`src/rtl/bytereg_pwm_pkg.sv`:
```
// Package: shared address constants for the byte-register PWM.
// Assumes 8-bit register addresses; the values are the software-visible map.
package bytereg_pwm_pkg;
    localparam int          REG_W        = 8;
    localparam logic [7:0]  ADR_AOFF_HI  = 8'hA1;
    localparam logic [7:0]  ADR_AOFF_LO  = 8'hA2;
    localparam logic [7:0]  ADR_ENABLE   = 8'hA3;
    localparam logic [7:0]  ADR_PER_LO   = 8'hA4;
    localparam logic [7:0]  ADR_PER_HI   = 8'hA5;
    localparam logic [7:0]  ADR_DUTY_LO  = 8'hA6;
    localparam logic [7:0]  ADR_DUTY_HI  = 8'hA7;
endpackage

```
`src/rtl/bytereg_pwm_regs.sv`:
```
// Module: register decode. Parks high bytes and commits full values on the
// low-byte write. Holds the enable flag, which the auto-off expiry clears.
// Assumes CNT_W == 2*REG_W. A write to the enable register wins over an
// expiry in the same cycle.
module bytereg_pwm_regs
    import bytereg_pwm_pkg::*;
#(
    parameter int CNT_W = 16
) (
    input  logic             clk,
    input  logic             rst_n,
    input  logic             wr_en,
    input  logic [REG_W-1:0] wr_addr,
    input  logic [REG_W-1:0] wr_data,
    input  logic             expire,
    output logic [CNT_W-1:0] period,
    output logic [CNT_W-1:0] duty,
    output logic             enable,
    output logic             aoff_load,
    output logic [CNT_W-1:0] aoff_value
);
    localparam int HI_W = CNT_W - REG_W;

    logic [HI_W-1:0] per_hi_park, duty_hi_park, aoff_hi_park;

    // Decode of the auto-off load strobe and its full value.
    always_comb begin
        aoff_load  = wr_en && (wr_addr == ADR_AOFF_LO);
        aoff_value = {aoff_hi_park, wr_data};
    end

    // Parking registers for the high bytes.
    always_ff @(posedge clk) begin
        if (!rst_n) begin
            per_hi_park  <= '0;
            duty_hi_park <= '0;
            aoff_hi_park <= '1;
        end else if (wr_en) begin
            if (wr_addr == ADR_PER_HI)  per_hi_park  <= wr_data[HI_W-1:0];
            if (wr_addr == ADR_DUTY_HI) duty_hi_park <= wr_data[HI_W-1:0];
            if (wr_addr == ADR_AOFF_HI) aoff_hi_park <= wr_data[HI_W-1:0];
        end
    end

    // Active period and duty, committed on their low-byte writes.
    always_ff @(posedge clk) begin
        if (!rst_n) begin
            period <= '0;
            duty   <= '0;
        end else if (wr_en) begin
            if (wr_addr == ADR_PER_LO)  period <= {per_hi_park, wr_data};
            if (wr_addr == ADR_DUTY_LO) duty   <= {duty_hi_park, wr_data};
        end
    end

    // Enable flag: set or cleared by software, cleared by auto-off expiry.
    always_ff @(posedge clk) begin
        if (!rst_n)
            enable <= 1'b0;
        else if (wr_en && (wr_addr == ADR_ENABLE))
            enable <= wr_data[0];
        else if (expire)
            enable <= 1'b0;
    end

    AST_HI_PARK_ONLY: assert property (@(posedge clk) disable iff (!rst_n)
        (wr_en && wr_addr == ADR_PER_HI) |=> $stable(period));
    AST_LO_COMMIT: assert property (@(posedge clk) disable iff (!rst_n)
        (wr_en && wr_addr == ADR_DUTY_LO) |=> (duty[REG_W-1:0] == $past(wr_data)));
    AST_EXPIRE_CLEARS: assert property (@(posedge clk) disable iff (!rst_n)
        (expire && !(wr_en && wr_addr == ADR_ENABLE)) |=> !enable);
endmodule

```
`src/rtl/bytereg_pwm_autooff.sv`:
```
// Module: auto-off timer. A prescaler divides ticks down to milliseconds,
// and the timeout counts down once per millisecond while enabled.
// Assumes the value all-ones means the timer is disabled. A load restarts
// the prescaler and masks expiry in that cycle.
module bytereg_pwm_autooff #(
    parameter int CNT_W        = 16,
    parameter int TICKS_PER_MS = 8000
) (
    input  logic             clk,
    input  logic             rst_n,
    input  logic             tick_en,
    input  logic             enable,
    input  logic             load,
    input  logic [CNT_W-1:0] load_value,
    output logic             expire
);
    localparam int PS_W = (TICKS_PER_MS > 1) ? $clog2(TICKS_PER_MS) : 1;
    localparam logic [PS_W-1:0] PS_LAST = PS_W'(TICKS_PER_MS - 1);
    localparam logic [CNT_W-1:0] OFF_CODE = '1;

    logic [PS_W-1:0]  ps_cnt;
    logic [CNT_W-1:0] remain;
    logic             ms_strobe;
    logic             armed;

    // Millisecond strobe and expiry condition.
    always_comb begin
        ms_strobe = enable && tick_en && (ps_cnt == PS_LAST) && !load;
        armed     = (remain != OFF_CODE);
        expire    = ms_strobe && armed && (remain <= CNT_W'(1));
    end

    // Prescaler: runs only while enabled, restarts on a load.
    always_ff @(posedge clk) begin
        if (!rst_n || load || !enable)
            ps_cnt <= '0;
        else if (tick_en)
            ps_cnt <= (ps_cnt == PS_LAST) ? '0 : ps_cnt + PS_W'(1);
    end

    // Remaining timeout: loaded by software, decremented each millisecond.
    always_ff @(posedge clk) begin
        if (!rst_n)
            remain <= OFF_CODE;
        else if (load)
            remain <= load_value;
        else if (ms_strobe && armed && (remain != '0))
            remain <= remain - CNT_W'(1);
    end

    AST_OFF_CODE_HOLDS: assert property (@(posedge clk) disable iff (!rst_n)
        (remain == OFF_CODE && !load) |=> (remain == OFF_CODE));
    AST_NO_EXPIRE_WHEN_IDLE: assert property (@(posedge clk) disable iff (!rst_n)
        !enable |-> !expire);
endmodule

```
`src/rtl/bytereg_pwm_core.sv`:
```
// Module: cycle counter and output compare. Counts ticks from 0 to
// period-1 and drives the output high while the count is below duty.
// Assumes period 0 or 1 holds the counter at 0. The output is registered.
module bytereg_pwm_core #(
    parameter int CNT_W = 16
) (
    input  logic             clk,
    input  logic             rst_n,
    input  logic             tick_en,
    input  logic             enable,
    input  logic [CNT_W-1:0] period,
    input  logic [CNT_W-1:0] duty,
    output logic             pwm_out
);
    logic [CNT_W-1:0] cyc_cnt;
    logic             at_wrap;

    // Wrap detect; the >= also recovers from a period shrunk below the count.
    always_comb begin
        at_wrap = ({1'b0, cyc_cnt} + {{CNT_W{1'b0}}, 1'b1}) >= {1'b0, period};
    end

    // Cycle counter: held at zero while disabled, advances on ticks.
    always_ff @(posedge clk) begin
        if (!rst_n || !enable)
            cyc_cnt <= '0;
        else if (tick_en)
            cyc_cnt <= at_wrap ? '0 : cyc_cnt + CNT_W'(1);
    end

    // Registered output compare with normal polarity.
    always_ff @(posedge clk) begin
        if (!rst_n)
            pwm_out <= 1'b0;
        else
            pwm_out <= enable && (cyc_cnt < duty);
    end

    AST_RESET_LOW: assert property (@(posedge clk)
        !rst_n |=> !pwm_out);
    AST_OFF_LOW: assert property (@(posedge clk) disable iff (!rst_n)
        !enable |=> !pwm_out);
    AST_ZERO_DUTY_LOW: assert property (@(posedge clk) disable iff (!rst_n)
        (duty == '0) |=> !pwm_out);
    AST_FULL_DUTY_HIGH: assert property (@(posedge clk) disable iff (!rst_n)
        (enable && period != '0 && duty >= period && cyc_cnt < period) |=> pwm_out);
    AST_TICK_HOLD: assert property (@(posedge clk) disable iff (!rst_n)
        (enable && !tick_en) |=> $stable(cyc_cnt));
endmodule

```
`src/rtl/bytereg_pwm.sv`:
```
// Module: top of the byte-register PWM generator. Joins the register
// decode, the auto-off timer and the output core.
// Assumes one write per cycle on the write-only byte bus.
module bytereg_pwm
    import bytereg_pwm_pkg::*;
#(
    parameter int CNT_W        = 16,
    parameter int TICKS_PER_MS = 8000
) (
    input  logic       clk,
    input  logic       rst_n,
    input  logic       tick_en,
    input  logic       wr_en,
    input  logic [7:0] wr_addr,
    input  logic [7:0] wr_data,
    output logic       pwm_out
);
    logic [CNT_W-1:0] period, duty, aoff_value;
    logic             enable, aoff_load, expire;

    bytereg_pwm_regs #(.CNT_W(CNT_W)) u_regs (
        .clk        (clk),
        .rst_n      (rst_n),
        .wr_en      (wr_en),
        .wr_addr    (wr_addr),
        .wr_data    (wr_data),
        .expire     (expire),
        .period     (period),
        .duty       (duty),
        .enable     (enable),
        .aoff_load  (aoff_load),
        .aoff_value (aoff_value)
    );

    bytereg_pwm_autooff #(.CNT_W(CNT_W), .TICKS_PER_MS(TICKS_PER_MS)) u_aoff (
        .clk        (clk),
        .rst_n      (rst_n),
        .tick_en    (tick_en),
        .enable     (enable),
        .load       (aoff_load),
        .load_value (aoff_value),
        .expire     (expire)
    );

    bytereg_pwm_core #(.CNT_W(CNT_W)) u_core (
        .clk     (clk),
        .rst_n   (rst_n),
        .tick_en (tick_en),
        .enable  (enable),
        .period  (period),
        .duty    (duty),
        .pwm_out (pwm_out)
    );
endmodule

```
`config.mk`:
```
export PLATFORM = sky130hd
export DESIGN_NAME = bytereg_pwm
export DESIGN_NICKNAME = d
export VERILOG_FILES = /design/src/rtl/bytereg_pwm_pkg.sv /design/src/rtl/bytereg_pwm_regs.sv /design/src/rtl/bytereg_pwm_autooff.sv /design/src/rtl/bytereg_pwm_core.sv /design/src/rtl/bytereg_pwm.sv
export SDC_FILE = /design/constraint.sdc
export NUM_CORES = 1
export LEC_CHECK = 0
export BUFFER_PORTS_ARGS = -buffer_cell sky130_fd_sc_hd__buf_2
export CORE_ASPECT_RATIO = 1.5
export CORE_UTILIZATION = 55
export CTS_BUF_LIST = sky130_fd_sc_hd__clkbuf_8
export DETAILED_ROUTE_END_ITERATION = 6
export GPL_ROUTABILITY_DRIVEN = 0
export PLACE_DENSITY_LB_ADDON = 0.08
export SLEW_MARGIN = 15
export SYNTH_ARGS = -nofsm -noshare
export SYNTH_HDL_FRONTEND = slang
export SYNTH_HIERARCHICAL = 1
export SYNTH_SLANG_ARGS = --single-unit
```
`constraint.sdc`:
```
create_clock -name clk -period 4.08 [get_ports clk]
set_clock_uncertainty 0.2 [all_clocks]
set_input_delay 0.612 -clock clk [delete_from_list [all_inputs] [get_ports clk]]
set_output_delay 0.612 -clock clk [all_outputs]
set_load 0.005 [all_outputs]
```
# Yosys cells after proc, flatten, opt, wreduce, memory -nomap -nowiden
# Index checks and enable logic that the tools add are counted.
# word_totals
ff_bits	103
latch_bits	0
mem_bits_rw	0
mem_bits_ro	0
in_bits	20
out_inout_bits	1
word_cells	55
memories	0
# classes
add_sub_neg	4
n_mul	0
n_div	0
n_lt_le_gt_ge	3
eq_ne	9
shifts	0
muxes	6
n_bitwise	0
reduce_logical	23
# ops
cell	n
8-bit == test (second input constant)	7
16-bit 2-to-1 mux	3
16-bit by 1-bit adder with 17-bit output (second input constant)	1
17-bit by 16-bit greater-or-equal comparator with 1-bit output	1
16-bit by 1-bit adder with 16-bit output (second input constant)	1
16-bit by 1-bit <= comparator with 1-bit output (second input constant)	1
16-bit < comparator	1
16-bit != test (second input constant)	1
16-bit nonzero test	1
16-bit by 1-bit subtractor with 16-bit output (second input constant)	1
13-bit by 1-bit adder with 13-bit output (second input constant)	1
13-bit == test (second input constant)	1
13-bit 2-to-1 mux	1
2-bit AND reduction	5
1-bit logical AND	9
2-bit nonzero test	2
1-bit zero test	3
1-bit logical OR	3
1-bit 2-to-1 mux	2

# Longest topological paths before layout
# Gate-level depths: netlist of the first run.
# logic_depth
depth_word	8
mapped_depth	13

# Hierarchy
# Netlist of the first run, hierarchy kept.
# by_module_without_submodules
mod	n_inst	cells_per_inst	area_each_um2	seq_area_each_um2
bytereg_pwm_regs	1	221	2284.7	1141.1
bytereg_pwm_core	1	231	1819.2	340.3
bytereg_pwm_autooff	1	205	1679.1	580.6

# Worst setup path after synthesis of the first run
# No wires, ideal clock.
# synth_timing
kind	reg-to-reg
start	reg u_core.cyc_cnt[2]
end	reg u_core.cyc_cnt[5]
setup_ps	71
arrival_ps	2549
required_ps	3809
setup_slack_ps	1260
stages_incl_launch_ff	13
path_cell_list	dfxtp_1 > and4_1 > and2_1 > nand3_1 > xnor2_1 > ha_1 > o21ai_0 > o21ai_1 > a221o_1 > o21ai_4 > buf_6 > nand3_2 > a21oi_2
# synth_via
elab_chain_len	3
# synth_rtl
item	line	rtl
start: declaration	bytereg_pwm_core.sv:15	logic [CNT_W-1:0] cyc_cnt;
start signal: assignment	bytereg_pwm_core.sv:28	cyc_cnt <= at_wrap ? '0 : cyc_cnt + CNT_W'(1);
16-bit by 1-bit adder with 17-bit output	bytereg_pwm_core.sv:20	at_wrap = ({1'b0, cyc_cnt} + {{CNT_W{1'b0}}, 1'b1}) >= {1'b0, period};
17-bit by 16-bit greater-or-equal comparator with 1-bit output	bytereg_pwm_core.sv:20	
16-bit 2-to-1 mux (*)	bytereg_pwm_core.sv:28	
# Every way passes the cells marked *; elsewhere a longest branch is shown, timed or not.
# A chain may end at the register's enable or synchronous reset.

# Worst setup path after layout of the first run
# layout_timing
start	reg u_core.cyc_cnt[2]
end	reg u_core.cyc_cnt[0]
# layout_via
elab_chain_len	3
# layout_rtl
item	line
16-bit by 1-bit adder with 17-bit output	bytereg_pwm_core.sv:20
17-bit by 16-bit greater-or-equal comparator with 1-bit output	bytereg_pwm_core.sv:20
16-bit 2-to-1 mux	bytereg_pwm_core.sv:28
# No other way between the ends.

==> impl_metrics.toml, run 1 <==
[worst_hold_path]
hp-start = "u_regs/duty[4]"
min_path_type = "flop to flop"

[yosys]
syn_avg_cell_area_um2 = 8.80
synth_common_cells = "nand2_1, dfxtp_1, mux2i_1, inv_1, ha_1"
yosysWarnings = 6
synthCells = 657
dominantRegCellSynth = "dfxtp_1"
synth_cell_type_count = 65
synthTopCellsByArea = "dfxtp_1, mux2i_1, ha_1, nand2_1, inv_1"
async_reset_ff_share_pct = 0
yosysTopAreaCellShare_pct = 35.7
seq_area_frac_synth_pct = 35.7
synth_top_area_cell = "dfxtp_1"
syn-num-nets = 713
yosysMostFrequentCell = "nand2_1"
synth_edf_count = 0
synth-seq-cells = 103
netlist_area_mm2 = 0.00578

[global_routing]
grt_max_degree = 67
grt_pass1_vias = 4705
track_usage_pct = 26.2
antenna_found_initial = 0
grt_pass1_wl_mm = 22.4
gr-total-overflow = 0

[critical_path]
cp_max_fo = 14
path_class = "flop to flop"
startpoint = "u_core/cyc_cnt[2]"
end_kind = "flop"
cpLargestDelayFamily = "compound AO/OA/AOI/OAI gates"
path_buf_inv = 0
worstPathArrival_ns = 3.65
cpMostUsedCell = "nand2_1"
crit_chain = "and4_1, and2_1, nand2_1, xnor2_1, ha_1, o21ai_0, o21bai_1, a221o_1, o21ai_4, nand2_1, o31ai_1"
required_ns = 4.16
cpPeakStageDelay_ns = 0.46
cp-start-kind = "flop"
timing.rr.start = "u_core/cyc_cnt[2]"
critPathSlowestCell = "dfxtp_1"

[pwr]
p_leak_nw = 2.32
vdd_ir_drop_max_v = 0.000156
power.density_mw_per_mm2 = 284

[detailed_routing]
dr.pass1.iters = 4
wl_met1_mm = 5.46
drc = 0
routed_wl_mm = 13.1
drt_iter0_drc = 229
top_layer = "met4"
num_vias = 4568
wire_per_inst_um = 16.4
ant_nets = 0
wl_met3_um = 305
met2_length_mm = 6.87
viasPerCell = 5.70

[clock_network]
cts-resized-gates = 0
cts-root-buf = "clkbuf_8"
cts_buffer_depth = 2
cts_buffers = 9
cts_sinks = 103
htree_levels = 3
cts-hold-fix-buffers = 0
post-cts-setup-buffers = 0
clk_latency_ns = 0.38
cts_tree = "yes"
clk_pin_slew_ns = 0.10

[die]
rows = 45
core_area_mm2 = 0.0102
die_y_um = 128
dieArea_mm2 = 0.0109
num_io_pins = 21
initial_core_util_pct = 56.7
die_x_um = 85.7

[timing]
rsz0062_at_grt = "no"
tns_ns = 0
fin_hold_ws_ns = 0.264
final-hold-violation-count = 0
drv_slew = 0
period_minus_slack_ns = 3.57
fmax_ghz = 0.280
setup_viol = 0
tightest_slew_ns = 0.924
maxSlewHeadroom_pct = 38.1
fin_crit_sh_pct = 87.4

[finish]
synthToLayoutAreaGrowth_pct = 5.45
drive_gt1_share_pct = 11.5
nets = 712
insertedDiodeCount = 0

[placed_design]
hpwl_mm = 9.92
io_buffers = 20

[job]
maxCapViolCount = 0

[outcome]
status = "finished clean"
[registers in the layout (all words and copies together) (netlist names)]
signal,flops
u_aoff/ps_cnt,13
u_regs/enable,1
u_regs/duty_hi_park,8
u_regs/period,16
u_regs/per_hi_park,8
u_regs/duty,16
u_core/cyc_cnt,16
u_aoff/remain,16
u_regs/aoff_hi_park,8
u_core/pwm_out,1
[power breakdown]
part           internal, mW  total, mW  switching [mW]
sequential             1.01       1.01        0.000675
combinational        0.0218     0.0663          0.0445
clock                 0.299      0.657           0.359
[placed cells by master, fill, tap and decap left out, types with 4 or more instances in the layout]
| cell | count |
|---|---|
| nand4_1 | 19 |
| or3_1 | 8 |
| xor2_1 | 11 |
| nor3_1 | 6 |
| ha_1 | 36 |
| and4_1 | 6 |
| nor4_1 | 5 |
| buf_2 | 20 |
| and3_1 | 8 |
| mux2i_1 | 59 |
| a21o_1 | 5 |
| nand3_1 | 22 |
| nor2b_1 | 18 |
| or4_1 | 5 |
| o21ai_0 | 9 |
| a21boi_0 | 7 |
| buf_4 | 5 |
| nand2_1 | 112 |
| inv_1 | 39 |
| xnor2_1 | 13 |
| a31oi_1 | 4 |
| o211ai_1 | 7 |
| nand3b_1 | 4 |
| nor2_1 | 28 |
| nand3_2 | 9 |
| a21oi_1 | 15 |
| clkbuf_8 | 10 |
| dfxtp_1 | 103 |
| a21oi_2 | 9 |
[area by class of cell]
| cell class | count | area (um2) |
|---|---|---|
| timing repair buffer | 25 | 138 |
| multi-input combinational | 478 | 3380 |
| tap | 141 | 176 |
| sequential | 103 | 2060 |
| fill | 952 | 4090 |
| clock buffer | 10 | 138 |
| inverter | 39 | 146 |
| clock inverter | 6 | 61.3 |
[path summary, 6_finish.rpt]
| path | end | slack [ns] | depth (start not counted) |
|---|---|---|---|
| max | u_core/cyc_cnt[0] | 0.51 | 11 |
| min reg2reg | u_regs/duty[4] | 0.26 | 2 |
| max reg2reg | u_core/cyc_cnt[0] | 0.51 | 11 |
| min | u_regs/duty[4] | 0.26 | 2 |
[per-layer routing]
metal / track usage [%] / vias up
met5: 0 / -
met4: 13.4 / 0
met2: 47.7 / 63
li1: - / 2298
met1: 28.8 / 2170
met3: 4.46 / 37
[metrics by stage]
step	area [um2]	worst slack (ns)	util (%)	instances	power [mW]
after detailed placement	5900	0.587	57.9	786	1.10
after global routing	6100	0.263	59.8	802	1.80
after floorplan	5780	1.26	-	657	1.08
after CTS	6100	0.562	59.8	802	1.75
final	6100	0.512	59.8	802	1.73
after global placement	5900	0.670	57.9	786	1.10
[worst register-to-register path, delay by kind of cell, from the launching register on]
kind	cells	cell delay (ns)
AO/OA/AOI/OAI	5	1.44
AND/OR/NAND/NOR	4	0.83
flip-flops	1	0.46
adder cells (fa/ha/maj)	1	0.30
XOR/XNOR	1	0.25
[cell families (layout without fill, tap and decap cells)]
| family | after synthesis | in the layout | share of synthesized area (%) |
|---|---|---|---|
| muxes | 60 | 60 | 10.4 |
| xor gates and xnor gates | 24 | 24 | 3.63 |
| DFF | 103 | 103 | 35.7 |
| adders and majority gates | 36 | 36 | 7.79 |
| and+or+nand+nor | 275 | 275 | 25.8 |
| AOI/OAI and AO/OA | 83 | 83 | 10.6 |
| buffers and inverters | 76 | 80 | 6.06 |
(Power assumes the default switching activity.)
==> run 2: changes to the inputs <==
==> constraint.sdc (replaced) <==
create_clock -name clk -period 4.35 [get_ports clk]
set_clock_uncertainty 0.2 [all_clocks]
set_input_delay 0.6525 -clock clk [delete_from_list [all_inputs] [get_ports clk]]
set_output_delay 0.6525 -clock clk [all_outputs]
set_load 0.005 [all_outputs]
==> run 2 against run 1 <==
Sequential cell count did not move. Clock power fell by 12%. Final cell count did not move. Global-route usage fell by 0.54 points. Via count rose by 0.55%. Sequential power fell by 7%.
==> impl_metrics.toml, run 2 (synthesized netlist as in run 1, its figures left out) <==
[critical_path]
r2r_slack_ns = 0.79
cp_max_fo = 14
timing.rr.start = "u_core/cyc_cnt[6]"
worstPathArrival_ns = 3.65
cp-start-kind = "flop"
cpPeakStageDelay_ns = 0.48
critPathSlowestCell = "dfxtp_1"
required_ns = 4.44
r2r_end = "u_core/cyc_cnt[0]"
path_class = "flop to flop"
crit_chain = "and4_1, nand3_1, nor2_1, xor2_1, ha_1, o21a_1, a221o_1, o21ai_4, nand2_1, o31ai_1"
end_kind = "flop"
r2r_cells = 10

[clock_network]
cts_buffers = 9
cts-hold-fix-buffers = 0
clk_latency_ns = 0.39
htree_levels = 3
post-cts-setup-buffers = 0
cts_tree = "yes"
cts_sinks = 103
cts_buffer_depth = 2
clk_pin_slew_ns = 0.10
cts-root-buf = "clkbuf_8"
cts-resized-gates = 0

[finish]
drive_gt1_share_pct = 11.6
fillerInstances = 925
final_common_cell = "nand2_1"
nets = 712
insertedDiodeCount = 0
final_cell_mix = "nand2_1, dfxtp_1, mux2i_1"
final_area_mm2 = 0.00608
synthToLayoutAreaGrowth_pct = 5.11

[detailed_routing]
num_vias = 4593
routed_wl_mm = 13.2
ant_nets = 0
drc = 0
wire_per_inst_um = 16.5
drt_iter0_drc = 150
dr.pass1.iters = 4
viasPerCell = 5.73

[die]
die_x_um = 85.7
rows = 45
num_io_pins = 21
die_y_um = 128
dieArea_mm2 = 0.0109
core_area_mm2 = 0.0102
initial_core_util_pct = 56.7

[timing]
period_minus_slack_ns = 3.56
rsz0062_at_grt = "no"
tightest_slew_ns = 1.02
drv_slew = 0
final-hold-violation-count = 0
fin_crit_sh_pct = 81.9
fmax_ghz = 0.281
worst_slack_ns = 0.789
tns_ns = 0
setup_viol = 0
maxSlewHeadroom_pct = 31.9

[outcome]
status = "finished clean"

[placed_design]
io_buffers = 20
placed_cell_area_mm2 = 0.00590
hpwl_mm = 9.79
post-place-ws_ns = 0.812

[global_routing]
track_usage_pct = 25.6
gr-total-overflow = 0
grt_pass1_vias = 4488
grt_max_degree = 63
grt_pass1_wl_mm = 21.9
antenna_found_initial = 0

[pwr]
p_seq_share_pct = 59.6
pwr-share-comb_pct = 4.0
swShare_pct = 25.5
p_switching_mw = 0.403
vdd_ir_drop_max_v = 0.000185
power.density_mw_per_mm2 = 260
intPower_mw = 1.18
pwr-share-clk_pct = 36.4
p_leak_nw = 2.31

[worst_hold_path]
worstHoldPathCells = 2
hp-start = "u_regs/duty[4]"
min_path_type = "flop to flop"
whs_endpoint = "u_regs/duty[4]"

[job]
maxCapViolCount = 0
-- run 2: cell types whose count changed in the layout (fill, tap and decap cells not counted) --
cell        previous run  this run
bufinv_16              1         0
clkbuf_8              10         9
clkinv_4               0         1
clkinvlp_4             2         1
inv_1                 39        38
inv_6                  1         4
-- run 2: routing by layer --
metal	global-route usage (%)	routed length, um	vias up
met4	13.0	454	0
met2	46.1	6770	80
met5	0	0	-
li1	-	-	2309
met3	4.20	300	32
met1	28.9	5670	2172
-- run 2: power groups by stage --
stage                     sequential, mW  combinational [mW]  clock [mW]
final                              0.944              0.0629       0.576
after global routing               0.944              0.0683       0.633
after CTS                          0.944              0.0628       0.592
after detailed placement           0.966              0.0627           0
after global placement             0.965              0.0612           0
after floorplan                    0.965              0.0431           0
-- run 2: stage by stage --
step | power (mW) | utilization (%) | instances | hold WS [ns]
6_report | 1.58 | 59.6 | 802 | 0.263
5_1_grt | 1.65 | 59.6 | 802 | 0.282
4_1_cts | 1.60 | 59.6 | 802 | 0.265
3_5_place_dp | 1.03 | 57.9 | 786 | 0.251
3_3_place_gp | 1.03 | 57.9 | 786 | 0.244
2_1_floorplan | 1.01 | - | 657 | 0.235
-- run 2: worst max path at each step --
stage,from,endpoint,slack (ns)
2_1_floorplan,wr_addr[6],u_aoff/remain[1],1.52
3_3_place_gp,u_core/cyc_cnt[6],u_core/cyc_cnt[0],0.89
3_5_place_dp,u_core/cyc_cnt[6],u_core/cyc_cnt[0],0.81
4_1_cts,u_core/cyc_cnt[6],u_core/cyc_cnt[0],0.80
5_1_grt,u_core/cyc_cnt[6],u_core/cyc_cnt[0],0.51
6_report,u_core/cyc_cnt[6],u_core/cyc_cnt[0],0.79
-- run 2: layout make-up --
| type | count | area [um2] | area share, % |
|---|---|---|---|
| Timing Repair Buffer | 25 | 138 | 2.26 |
| Clock inverter | 7 | 55.1 | 0.906 |
| Tap cell | 141 | 176 | 2.90 |
| Sequential cell | 103 | 2060 | 33.9 |
| Multi-Input combinational cell | 478 | 3380 | 55.6 |
| Inverter | 39 | 146 | 2.41 |
| Clock buffer | 9 | 124 | 2.04 |
-- run 2: critical path, delay by kind of cell (launching register included) --
kind | cells | cell delay (ns)
adder cells (fa/ha/maj) | 1 | 0.32
AO/OA/AOI/OAI | 4 | 1.29
XOR/XNOR | 1 | 0.26
AND/OR/NAND/NOR | 4 | 0.93
flip-flops | 1 | 0.48
==> run 3: changes to the inputs <==
==> constraint.sdc (replaced) <==
create_clock -name clk -period 3.55 [get_ports clk]
set_clock_uncertainty 0.2 [all_clocks]
set_input_delay 0.5325 -clock clk [delete_from_list [all_inputs] [get_ports clk]]
set_output_delay 0.5325 -clock clk [all_outputs]
set_load 0.005 [all_outputs]
==> run 3 against run 2 <==
Combinational power is 24% higher. Total power is 25% higher. First-iteration DRC count is 17% higher. Final cell count is 0.62% higher. Die area stayed put. Core utilization is 0.59 points higher. Critical endpoint is now u_core/cyc_cnt[6].
==> impl_metrics.toml, run 3 (synthesized netlist as in run 1, its figures left out) <==
[outcome]
status = "finished clean"

[die]
initial_core_util_pct = 56.7
die_y_um = 128
dieArea_mm2 = 0.0109
rows = 45
num_io_pins = 21
die_x_um = 85.7
core_area_mm2 = 0.0102

[critical_path]
critPathSlowestCell = "dfxtp_1"
end_kind = "flop"
crit_chain = "and4_2, nand3_1, nor2_1, xor2_1, ha_1, o21a_1, a221o_1, o21ai_4, buf_4, nand3_1, a21oi_1"
cpPeakStageDelay_ns = 0.48
path_class = "flop to flop"
cp_max_fo = 8
required_ns = 3.63
r2r_cells = 11
startpoint = "u_core/cyc_cnt[7]"
cpMostUsedCell = "nand3_1"
r2r_end = "u_core/cyc_cnt[6]"
endpoint = "u_core/cyc_cnt[6]"
cp-start-kind = "flop"
worstPathArrival_ns = 3.40
r2r_slack_ns = 0.23
timing.rr.start = "u_core/cyc_cnt[7]"

[detailed_routing]
drc = 0
wire_per_inst_um = 16.3
num_vias = 4648
routed_wl_mm = 13.2
viasPerCell = 5.76
drt_iter0_drc = 175
top_layer = "met4"
met2_length_mm = 6.68
ant_nets = 0
wl_met3_um = 369
wl_met1_mm = 5.67
dr.pass1.iters = 4

[global_routing]
grt_max_degree = 95
grt_pass1_vias = 4638
track_usage_pct = 25.6
gr-total-overflow = 0
antenna_found_initial = 0
grt_pass1_wl_mm = 22.1

[clock_network]
cts-root-buf = "clkbuf_8"
cts_buffer_depth = 2
cts_buffers = 9
clk_pin_slew_ns = 0.10
htree_levels = 3
cts-hold-fix-buffers = 0
post-cts-setup-buffers = 0
clk_latency_ns = 0.37
cts_tree = "yes"
cts_sinks = 103

[finish]
synthToLayoutAreaGrowth_pct = 6.14
final_cell_mix = "nand2_1, dfxtp_1, mux2i_1"
drive_gt1_share_pct = 12.6
fin_cells = 807
nets = 718
final_area_mm2 = 0.00614
final_common_cell = "nand2_1"
insertedDiodeCount = 0

[placed_design]
hpwl_mm = 9.74
placed_cell_area_mm2 = 0.00594
io_buffers = 20
place_inst = 792

[timing]
rsz0062_at_grt = "no"
maxSlewHeadroom_pct = 34.3
setup_viol = 0
tightest_slew_ns = 0.981
fin_hold_ws_ns = 0.239
fmax_ghz = 0.301
tns_ns = 0
period_minus_slack_ns = 3.32
drv_slew = 0
fin_crit_sh_pct = 93.6
final-hold-violation-count = 0

[pwr]
vdd_ir_drop_max_v = 0.000201
p_leak_nw = 2.34
fin_total_pwr_mw = 1.98
power.density_mw_per_mm2 = 323

[job]
maxCapViolCount = 0

[worst_hold_path]
min_path_type = "primary input to flop"
-- run 3: cell count changes in the layout (fill, tap and decap cells not counted), sizes merged --
cell / delta
buf: +6
bufinv: +1
inv: -3
clkinv: +1
-- run 3: what timing repair did --
action                     4_1_cts  5_1_grt
hold endpoints to repair         0        0
setup endpoints to repair        0        1
gates resized for setup          0        1
-- run 3: area by class of cell --
cell class	count	area, um2
Inverter	39	146
Fill cell	918	4050
Clock inverter	6	68.8
Timing Repair Buffer	31	183
Sequential cell	103	2060
Multi-Input combinational cell	478	3380
Clock buffer	9	124
Tap cell	141	176
-- run 3: how the worst min path moves through the flow --
stage	start	end	depth (start not counted)
after floorplan	u_regs/duty[10]	u_regs/duty[10]	2
after detailed placement	u_regs/duty[5]	u_regs/duty[5]	2
after CTS	wr_data[7]	u_aoff/remain[7]	3
after global routing	wr_data[7]	u_aoff/remain[7]	3
final	wr_data[7]	u_aoff/remain[7]	3
after global placement	u_regs/duty[2]	u_regs/duty[2]	2
-- run 3: through the flow --
stage | util, % | setup WS, ns
2_1_floorplan | - | 0.730
3_3_place_gp | 58.3 | 0.363
3_5_place_dp | 58.3 | 0.289
4_1_cts | 60.2 | 0.257
5_1_grt | 60.2 | 0.0294
6_report | 60.2 | 0.225
-- run 3: critical path, delay by kind of cell, from the launching register on --
| kind | cells | cell delay [ns] |
|---|---|---|
| and+or+nand+nor | 4 | 0.72 |
| buffers and inverters | 1 | 0.24 |
| AOI/OAI and AO/OA | 4 | 1.05 |
| xor gates and xnor gates | 1 | 0.25 |
| adders and majority gates | 1 | 0.30 |
| DFF | 1 | 0.48 |
-- run 3: power breakdown --
part / switching [mW] / internal (mW)
Sequential: 0.000772 / 1.16
Combinational: 0.0518 / 0.0261
Clock: 0.418 / 0.328
Total: 0.471 / 1.51
-- run 3: metal layers --
metal,vias to the layer above,track usage (%)
met1,2209,29.5
met2,96,46.0
met3,31,3.68
met5,-,0
li1,2312,-
met4,0,12.5
